**src/rtl/rtc_alarm_pkg.sv**
```systemverilog
package rtc_alarm_pkg;
  localparam int NFIELD  = 6;
  localparam int VAL_W   = 7;
  localparam int YEAR_W  = 16;
  localparam int ADDR_W  = 3;
  localparam int DATA_W  = 16;
  localparam int EN_BIT  = 7;
  localparam logic [ADDR_W-1:0] A_YEAR = 3'd6;
  localparam logic [ADDR_W-1:0] A_CTRL = 3'd7;
  localparam int CTRL_YEN = 0;
  localparam int CTRL_CLR = 1;
  typedef logic [VAL_W-1:0] fval_t;
endpackage

```
**src/rtl/rtc_alarm_regs.sv**
```systemverilog
module rtc_alarm_regs
  import rtc_alarm_pkg::*;
(
  input  logic              clk,
  input  logic              por_n,
  input  logic              mrst,
  input  logic              wr_en,
  input  logic [ADDR_W-1:0] wr_addr,
  input  logic [DATA_W-1:0] wr_data,
  output fval_t             fld_val [NFIELD],
  output logic [NFIELD-1:0] fld_en,
  output logic [YEAR_W-1:0] year_val,
  output logic              year_en,
  output logic              clr_req
);
  // Alarm values carry no reset at all.
  for (genvar i = 0; i < NFIELD; i++) begin : g_fld
    always_ff @(posedge clk) begin
      if (wr_en && wr_addr == ADDR_W'(i)) fld_val[i] <= wr_data[VAL_W-1:0];
    end
    always_ff @(posedge clk or negedge por_n) begin
      if (!por_n) fld_en[i] <= 1'b0;
      else if (wr_en && wr_addr == ADDR_W'(i)) fld_en[i] <= wr_data[EN_BIT];
    end
  end

  always_ff @(posedge clk) begin
    if (wr_en && wr_addr == A_YEAR) year_val <= wr_data[YEAR_W-1:0];
  end

  always_ff @(posedge clk or negedge por_n) begin
    if (!por_n) year_en <= 1'b0;
    else if (wr_en && wr_addr == A_CTRL) year_en <= wr_data[CTRL_YEN];
  end

  assign clr_req = wr_en && wr_addr == A_CTRL && wr_data[CTRL_CLR];

  AST_EN_KEPT_MRST: assert property (@(posedge clk) disable iff (!por_n)
    (mrst && !wr_en) |=> ($stable(fld_en) && $stable(year_en)));
endmodule

```
**src/rtl/rtc_field_match.sv**
```systemverilog
module rtc_field_match #(
  parameter int W = 7
) (
  input  logic [W-1:0] alarm_val,
  input  logic [W-1:0] count_val,
  input  logic         enable,
  output logic         hit
);
  // A disabled field never blocks the match.
  assign hit = !enable || (alarm_val == count_val);

  always_comb begin
    if (!enable) AST_DISABLED_HIT: assert (hit);
  end
endmodule

```
**src/rtl/rtc_alarm_cmp.sv**
```systemverilog
module rtc_alarm_cmp
  import rtc_alarm_pkg::*;
(
  input  logic              clk,
  input  logic              por_n,
  input  logic              mrst,
  input  logic              sec_tick,
  input  logic              wr_en,
  input  logic [ADDR_W-1:0] wr_addr,
  input  logic [DATA_W-1:0] wr_data,
  input  logic [6:0]        cur_sec,
  input  logic [6:0]        cur_min,
  input  logic [5:0]        cur_hour,
  input  logic [2:0]        cur_wday,
  input  logic [5:0]        cur_day,
  input  logic [4:0]        cur_mon,
  input  logic [15:0]       cur_year,
  output logic              alarm_irq
);
  fval_t             fld_val [NFIELD];
  fval_t             fld_cur [NFIELD];
  logic [NFIELD-1:0] fld_en;
  logic [NFIELD-1:0] fld_hit;
  logic [YEAR_W-1:0] year_val;
  logic              year_en;
  logic              year_hit;
  logic              clr_req;
  logic              any_en;
  logic              all_match;
  logic              prev_match;

  rtc_alarm_regs u_regs (
    .clk(clk), .por_n(por_n), .mrst(mrst), .wr_en(wr_en), .wr_addr(wr_addr),
    .wr_data(wr_data), .fld_val(fld_val), .fld_en(fld_en),
    .year_val(year_val), .year_en(year_en), .clr_req(clr_req)
  );

  assign fld_cur[0] = VAL_W'(cur_sec);
  assign fld_cur[1] = VAL_W'(cur_min);
  assign fld_cur[2] = VAL_W'(cur_hour);
  assign fld_cur[3] = VAL_W'(cur_wday);
  assign fld_cur[4] = VAL_W'(cur_day);
  assign fld_cur[5] = VAL_W'(cur_mon);

  for (genvar i = 0; i < NFIELD; i++) begin : g_cmp
    rtc_field_match #(.W(VAL_W)) u_match (
      .alarm_val(fld_val[i]), .count_val(fld_cur[i]),
      .enable(fld_en[i]), .hit(fld_hit[i])
    );
  end

  rtc_field_match #(.W(YEAR_W)) u_year (
    .alarm_val(year_val), .count_val(cur_year),
    .enable(year_en), .hit(year_hit)
  );

  assign any_en    = (|fld_en) || year_en;
  assign all_match = any_en && (&fld_hit) && year_hit;

  always_ff @(posedge clk or negedge por_n) begin
    if (!por_n) begin
      alarm_irq  <= 1'b0;
      prev_match <= 1'b0;
    end else if (mrst) begin
      alarm_irq  <= 1'b0;
      prev_match <= 1'b0;
    end else begin
      if (sec_tick) prev_match <= all_match;
      if (sec_tick && all_match && !prev_match) alarm_irq <= 1'b1;
      else if (clr_req) alarm_irq <= 1'b0;
    end
  end

  AST_RISE_ON_TICK: assert property (@(posedge clk) disable iff (!por_n)
    $rose(alarm_irq) |-> $past(sec_tick));
  AST_NO_EN_NO_IRQ: assert property (@(posedge clk) disable iff (!por_n)
    (!any_en) |=> !$rose(alarm_irq));
  AST_ONE_SHOT: assert property (@(posedge clk) disable iff (!por_n)
    (sec_tick && prev_match) |=> !$rose(alarm_irq));
  AST_CLR_WORKS: assert property (@(posedge clk) disable iff (!por_n)
    (clr_req && !sec_tick) |=> !alarm_irq);
  AST_MRST_CLEARS: assert property (@(posedge clk) disable iff (!por_n)
    mrst |=> !alarm_irq);
endmodule

```
**config.mk**
```make
export PLATFORM = sky130hd
export DESIGN_NAME = rtc_alarm_cmp
export DESIGN_NICKNAME = d
export VERILOG_FILES = /design/src/rtl/rtc_alarm_pkg.sv /design/src/rtl/rtc_alarm_regs.sv /design/src/rtl/rtc_field_match.sv /design/src/rtl/rtc_alarm_cmp.sv
export SDC_FILE = /design/constraint.sdc
export NUM_CORES = 1
export LEC_CHECK = 0
export BUFFER_PORTS_ARGS = -buffer_cell sky130_fd_sc_hd__buf_4
export CAP_MARGIN = 40
export CORE_MARGIN = 5
export CORE_UTILIZATION = 52
export CTS_CLUSTER_DIAMETER = 50
export DETAILED_ROUTE_END_ITERATION = 16
export PLACE_DENSITY_LB_ADDON = 0.2
export SYNTH_ARGS = -nofsm -noshare
export SYNTH_HDL_FRONTEND = slang
export SYNTH_SLANG_ARGS = --single-unit
export TNS_END_PERCENT = 100
```
**constraint.sdc**
```tcl
create_clock -name clk -period 3.73 [get_ports clk]
set_input_delay 0.746 -clock clk [delete_from_list [all_inputs] [get_ports clk]]
set_output_delay 0.746 -clock clk [all_outputs]
set_load 0.005 [all_outputs]
```
=== After elaboration in Yosys (flattened, before gate mapping) ===
Index checks and enable logic that the tools add are counted.

* Bits in registers: 67
* Bits in latches: 0
* RAM bits: 0
* Bits in read-only memories: 0
* Input bits: 74
* Output and inout bits: 1
* Word-level logic and storage cells: 69
* Memories: 0

* $add $sub $neg: 0
* $mul: 0
* Div/mod/pow operators: 0
* $lt $le $gt $ge: 0
* Equality and inequality tests: 14
* Shift-type cells: 0
* Mux-type cells: 5
* Bitwise logic cells: 0
* Reduce and logical (&&, ||, !) cells: 34

{| class="wikitable"
|+ Operators by type and width
! kind !! number
|-
| $eq 16x16->1 || 1
|-
| $eq 7x6->1 || 2
|-
| $eq 7x7->1 || 2
|-
| $logic_and 1x1->1 || 13
|-
| $eq 3x3->1 const B || 4
|-
| $logic_not 1->1 || 8
|-
| $logic_or 1x1->1 || 8
|-
| $eq 7x3->1 || 1
|-
| $eq 7x5->1 || 1
|-
| $eq 3x2->1 const B || 2
|-
| $reduce_and 6->1 || 1
|-
| $reduce_or 6->1 || 1
|-
| $mux 1 || 5
|-
| $eq 3x1->1 const B || 1
|-
| $logic_not 3->1 || 1
|-
| $reduce_bool 3->1 || 1
|-
| $reduce_bool 2->1 || 1
|}

=== Depth between registers and ports, before layout ===
* Word-level depth: 9
* Gate-level depth with buffers: 6
* Mapped depth without buffers: 6

=== Modules after synthesis ===
From an unflattened synthesis, not the netlist that was laid out.

* Cells, all modules: 172
* Area total of the unflattened synthesis: 2,902.8 sq um

{| class="wikitable"
|+ Modules (own cells, without submodules)
! module !! instances !! cells an instance !! area an instance (sq um) !! sequential area each (sq um)
|-
| rtc_alarm_regs || 1 || 84 || 2,100.8 || 1,916.8
|-
| rtc_field_match (g_cmp[0].u_match ...) || 6 || 9 || 83.8 || 0.0
|-
| rtc_field_match (u_year) || 1 || 21 || 181.4 || 0.0
|-
| rtc_alarm_cmp || 1 || 13 || 117.6 || 50.0
|}

=== Least setup slack after synthesis ===
OpenSTA, ideal clock, no wires.

* Kind: input-to-reg
* Start point: in cur_hour[2]
* End point: reg alarm_irq
* Library setup time: 0.077 ns
* Data arrival time: 2.146 ns
* Required time: 3.653 ns
* Setup slack: 1.507 ns
* Stages: 6
* Buffers on the path: 0
* Cell sequence: xor2_1 > or4_1 > o41ai_2 > nand4_1 > or3_1 > a21oi_1

* Cells in the longest elaborated chain, start to end: 9
* Elaborated cells between the ends (all ways): 10
* Classes of those cells: eq/ne: 1; mux: 2; reduce/logical: 7

{| class="wikitable"
|+ RTL lines
! item !! RTL line !! source
|-
| from (decl) || rtc_alarm_cmp.sv:13 || <nowiki>input logic [5:0] cur_hour,</nowiki>
|-
| $eq 7x6->1 (*) || rtc_field_match.sv:10 || <nowiki>assign hit = !enable || (alarm_val == count_val);</nowiki>
|-
| $logic_or 1x1->1 (*) || rtc_field_match.sv:10 ||
|-
| $reduce_and 6->1 (*) || rtc_alarm_cmp.sv:58 || <nowiki>assign all_match = any_en && (&fld_hit) && year_hit;</nowiki>
|-
| $logic_and 1x1->1 (*) (2 in series) || rtc_alarm_cmp.sv:58 ||
|-
| $logic_and 1x1->1 (*) (2 in series) || rtc_alarm_cmp.sv:69 || <nowiki>if (sec_tick && all_match && !prev_match) alarm_irq <= 1'b1;</nowiki>
|-
| $mux 1 || rtc_alarm_cmp.sv:69 ||
|-
| $mux 1 || rtc_alarm_cmp.sv:64 || <nowiki>end else if (mrst) begin</nowiki>
|-
| to (signal assigned) || rtc_alarm_cmp.sv:65 || <nowiki>alarm_irq <= 1'b0;</nowiki>
|-
| to (signal assigned) || rtc_alarm_cmp.sv:69 ||
|-
| to (signal assigned) || rtc_alarm_cmp.sv:70 || <nowiki>else if (clr_req) alarm_irq <= 1'b0;</nowiki>
|-
| to (decl) || rtc_alarm_cmp.sv:18 || <nowiki>output logic alarm_irq</nowiki>
|}

Every way passes the cells marked *; elsewhere a longest branch is shown, timed or not.
A chain may end at the register's enable or synchronous reset.

=== Worst setup path in the final report ===
* Start point: in cur_day[3]
* End point: reg alarm_irq

* Cells in the longest elaborated chain, start to end: 9
* Elaborated cells between the ends (all ways): 10
* Classes of those cells: eq/ne: 1; mux: 2; reduce/logical: 7

{| class="wikitable"
|+ RTL lines
! item !! RTL line !! source
|-
| from (decl) || rtc_alarm_cmp.sv:15 || <nowiki>input logic [5:0] cur_day,</nowiki>
|-
| $eq 7x6->1 (*) || rtc_field_match.sv:10 ||
|-
| $logic_or 1x1->1 (*) || rtc_field_match.sv:10 ||
|-
| $reduce_and 6->1 (*) || rtc_alarm_cmp.sv:58 ||
|-
| $logic_and 1x1->1 (*) (2 in series) || rtc_alarm_cmp.sv:58 ||
|-
| $logic_and 1x1->1 (*) (2 in series) || rtc_alarm_cmp.sv:69 ||
|-
| $mux 1 || rtc_alarm_cmp.sv:69 ||
|-
| $mux 1 || rtc_alarm_cmp.sv:64 ||
|}

Marks and branches as above.

==> summary.md <==
| Metric | Value |
|---|---|
| Share of cells above drive strength 1 | 0.388 |
| DR vias | 1693 |
| Site Rows | 26 |
| Clock root cell | clkbuf_8 |
| Sequential fraction of the synthesis area | 0.706 |
| Status | finished, final reports clean |
| Leak | 1.36 nW |
| Crit path buf inv count | 1 |
| Max IR drop VDD | 0.312 mV |
| Core outline area | 5170 um^2 |
| TritonCTS Buffers | 9 |
| Synth top area share | 0.625 |
| Fin Hold WS | 0.227 ns |
| Reg2reg setup slack | 1.65 ns |
| Mapped Area | 2790 um^2 |
| Ys async rst share | 0.134 |
| Fin. Hold Viols | 0 |
| Sum of negative setup slack | 0 ns |
| Pwr Total | 1.60 mW |
| Final worst-path cycle share | 0.596 |
| Port Buffers | 74 |
| Worst min path class | input port to asynchronous set/reset pin |
| Final core occ | 0.702 |
| Max_slew headroom | 0.560 |
| GRT overflow | 0 |
| # diodes | 0 |
| Final instance area | 3630 um^2 |
| Nets | 332 |
| Post-synth EDFFs | 58 |
| Leading area contributor after synthesis | edfxtp_1 |
| Post-CTS Setup Inserts | 0 |
| Syn avg cell area | 16.4 um^2 |
| Maximum fanout along the worst path | 2 |
| Fin. max-slew vios | 0 |
| H-Tree Level Count | 3 |
| Synth cell types | 24 |
| Initial Util | 0.539 |
| Max incr delay on CP | 0.53 ns |
| Finish-stage setup viols | 0 |
| RR Endpoint | alarm_irq |
| Fillers | 362 |
| Number of remaining DRC errors | 0 |
| Post-Route WL | 5500 um |
| WL/cell | 16.5 um |
| Fin worst setup slack | 1.51 ns |
| Layout area overhead | 30.4% |
| CP max-delay cell | or4_1 |
| DIE AREA | 6920 um^2 |
| Clock buffer depth | 2 |
| Commonest non-fill, non-tap cells in the layout | buf_4 (76), edfxtp_1 (58), xnor2_1 (27), xor2_1 (19) |
| Vias per cell | 5.08 |
| Post_cts resized | 0 |
| Worst Tran Pin Value | 0.658 ns |
| Post-Syn Nets | 244 |
| CTS tree | yes |
| Clock transition at the registers of the reported paths | 0.07 ns |
| Crit path max-delay family | simple AND/OR/NAND/NOR gates |
| Pwr dens | 441 nW/um^2 |
| Mapped Cells | 170 |
| RSZ-0062 raised after global routing | false |
| Non-Filler Instances | 333 |
| Worst r2r src | u_regs.fld_val[10] |
| Chip Height | 83.2 um |
| Dominant synthesized flop cell | edfxtp_1 |
| CP required | 3.99 ns |
| Dpl cell area | 3450 um^2 |
| Largest net degree at the start of global routing | 17 |
| IO Count | 75 |
| Yosys warnings | 0 |
| Min Tclk post-route | 2.22 ns |
| Dpl cells | 317 |
| Global-route wire length before repair | 8690 um |
| Drt first pass iters | 4 |
| CP endpoint kind | flip-flop |
| Maxcap violations | 0 |
| Largest cells by area after synthesis | edfxtp_1 (63%), xnor2_1 (8.5%), dfrtp_1 (8.1%) |
| Crit-path cells | buf_4 -> xor2_1 -> or4_1 -> o41ai_2 -> nand4_1 -> or3_1 -> a21oi_1 |
| Initial DRC count | 115 |
| DRT antenna net count | 0 |
| Pre-CTS WS | 1.15 ns |
| Startpoint types | input port |
| Post-synthesis register bit count | 67 |
| Chip Width | 83.2 um |
| Clock Skews | 0.00505 ns |
| Commonest non-fill, non-tap cell in the layout | buf_4 |
| Hold_buf cts | 0 |
| Worst-Skew Late Latency | 0.33 ns |
| Final Wtd Congestion | 0.802 |
| DP HPWL | 4170 um |
| Reg2reg path depth | 6 |
| Antenna violations before repair | 0 |
| Max Fclk | 0.450 GHz |
| GRT Overall Usage | 0.168 |
| Worst Path Arrival | 2.48 ns |
| Critical path class | input port to flip-flop |
| Clock sink count | 67 |
| Vias in the first global route | 1787 |
==> where the power goes <==
part / switching, mW / internal [mW]
clock: 0.249 / 0.299
sequential: 0.0250 / 0.855
combinational: 0.0700 / 0.105
total: 0.344 / 1.26
==> metal layers <==
layer  share of wire  routed length [um]  global-route usage
met4           0.016                  88              0.0802
met2            0.52                2870               0.278
met1            0.39                2130               0.205
met3           0.076                 416              0.0446
met5               0                   0                   0
==> cells by family (layout without fill, tap and decap cells) <==
logic type,after synthesis,count (layout),synth area share
AND/OR/NAND/NOR,35,35,0.0669
AO/OA/AOI/OAI,11,11,0.0445
multiplexers,7,7,0.0283
flip-flops,67,67,0.706
buffers and inverters,3,96,0.00404
XOR/XNOR,47,47,0.150
==> synth_stat cells, types with 2 or more instances <==
| master | n |
|---|---|
| edfxtp_1 | 58 |
| xnor2_1 | 27 |
| xor2_1 | 19 |
| dfrtp_1 | 9 |
| nand4_1 | 8 |
| nor2_1 | 8 |
| mux2_2 | 7 |
| nand2b_1 | 5 |
| nand2_1 | 4 |
| o41ai_2 | 4 |
| inv_1 | 3 |
| nor3_1 | 3 |
| nor4_1 | 2 |
| o41ai_1 | 2 |
| or4_1 | 2 |
==> registers in the layout, indices dropped and copies added (netlist names) <==
| name | cells |
|---|---|
| u_regs.year_en | 1 |
| prev_match | 1 |
| u_regs.year_val | 16 |
| u_regs.fld_en | 6 |
| u_regs.fld_val | 42 |
| alarm_irq | 1 |
==> worst reg2reg max path, stage by stage, from the launching register on <==
cell      delay (ns)
edfxtp_1        0.38
xor2_1          0.15
or4_1           0.53
o41ai_2         0.27
nand4_1         0.19
or3_1           0.35
a21oi_1         0.14
==> worst max path at each step <==
stage,from,to,slack (ns),cells past startpoint
2_1_floorplan,cur_hour[2],alarm_irq,1.51,6
3_3_place_gp,cur_day[3],alarm_irq,1.23,7
3_5_place_dp,cur_day[3],alarm_irq,1.15,7
4_1_cts,cur_day[3],alarm_irq,1.50,7
5_1_grt,cur_day[3],alarm_irq,1.41,7
6_report,cur_day[3],alarm_irq,1.51,7
==> cell type report <==
type / count / area (um^2) / area share
Clock buffer: 9 / 124 / 0.0341
Clock inverter: 7 / 58.8 / 0.0162
Inverter: 3 / 11.3 / 0.00310
Tap cell: 70 / 87.6 / 0.0241
Sequential cell: 67 / 1970 / 0.542
Timing Repair Buffer: 77 / 576 / 0.158
Multi-Input combinational cell: 100 / 808 / 0.223
(Power assumes the default switching activity.)
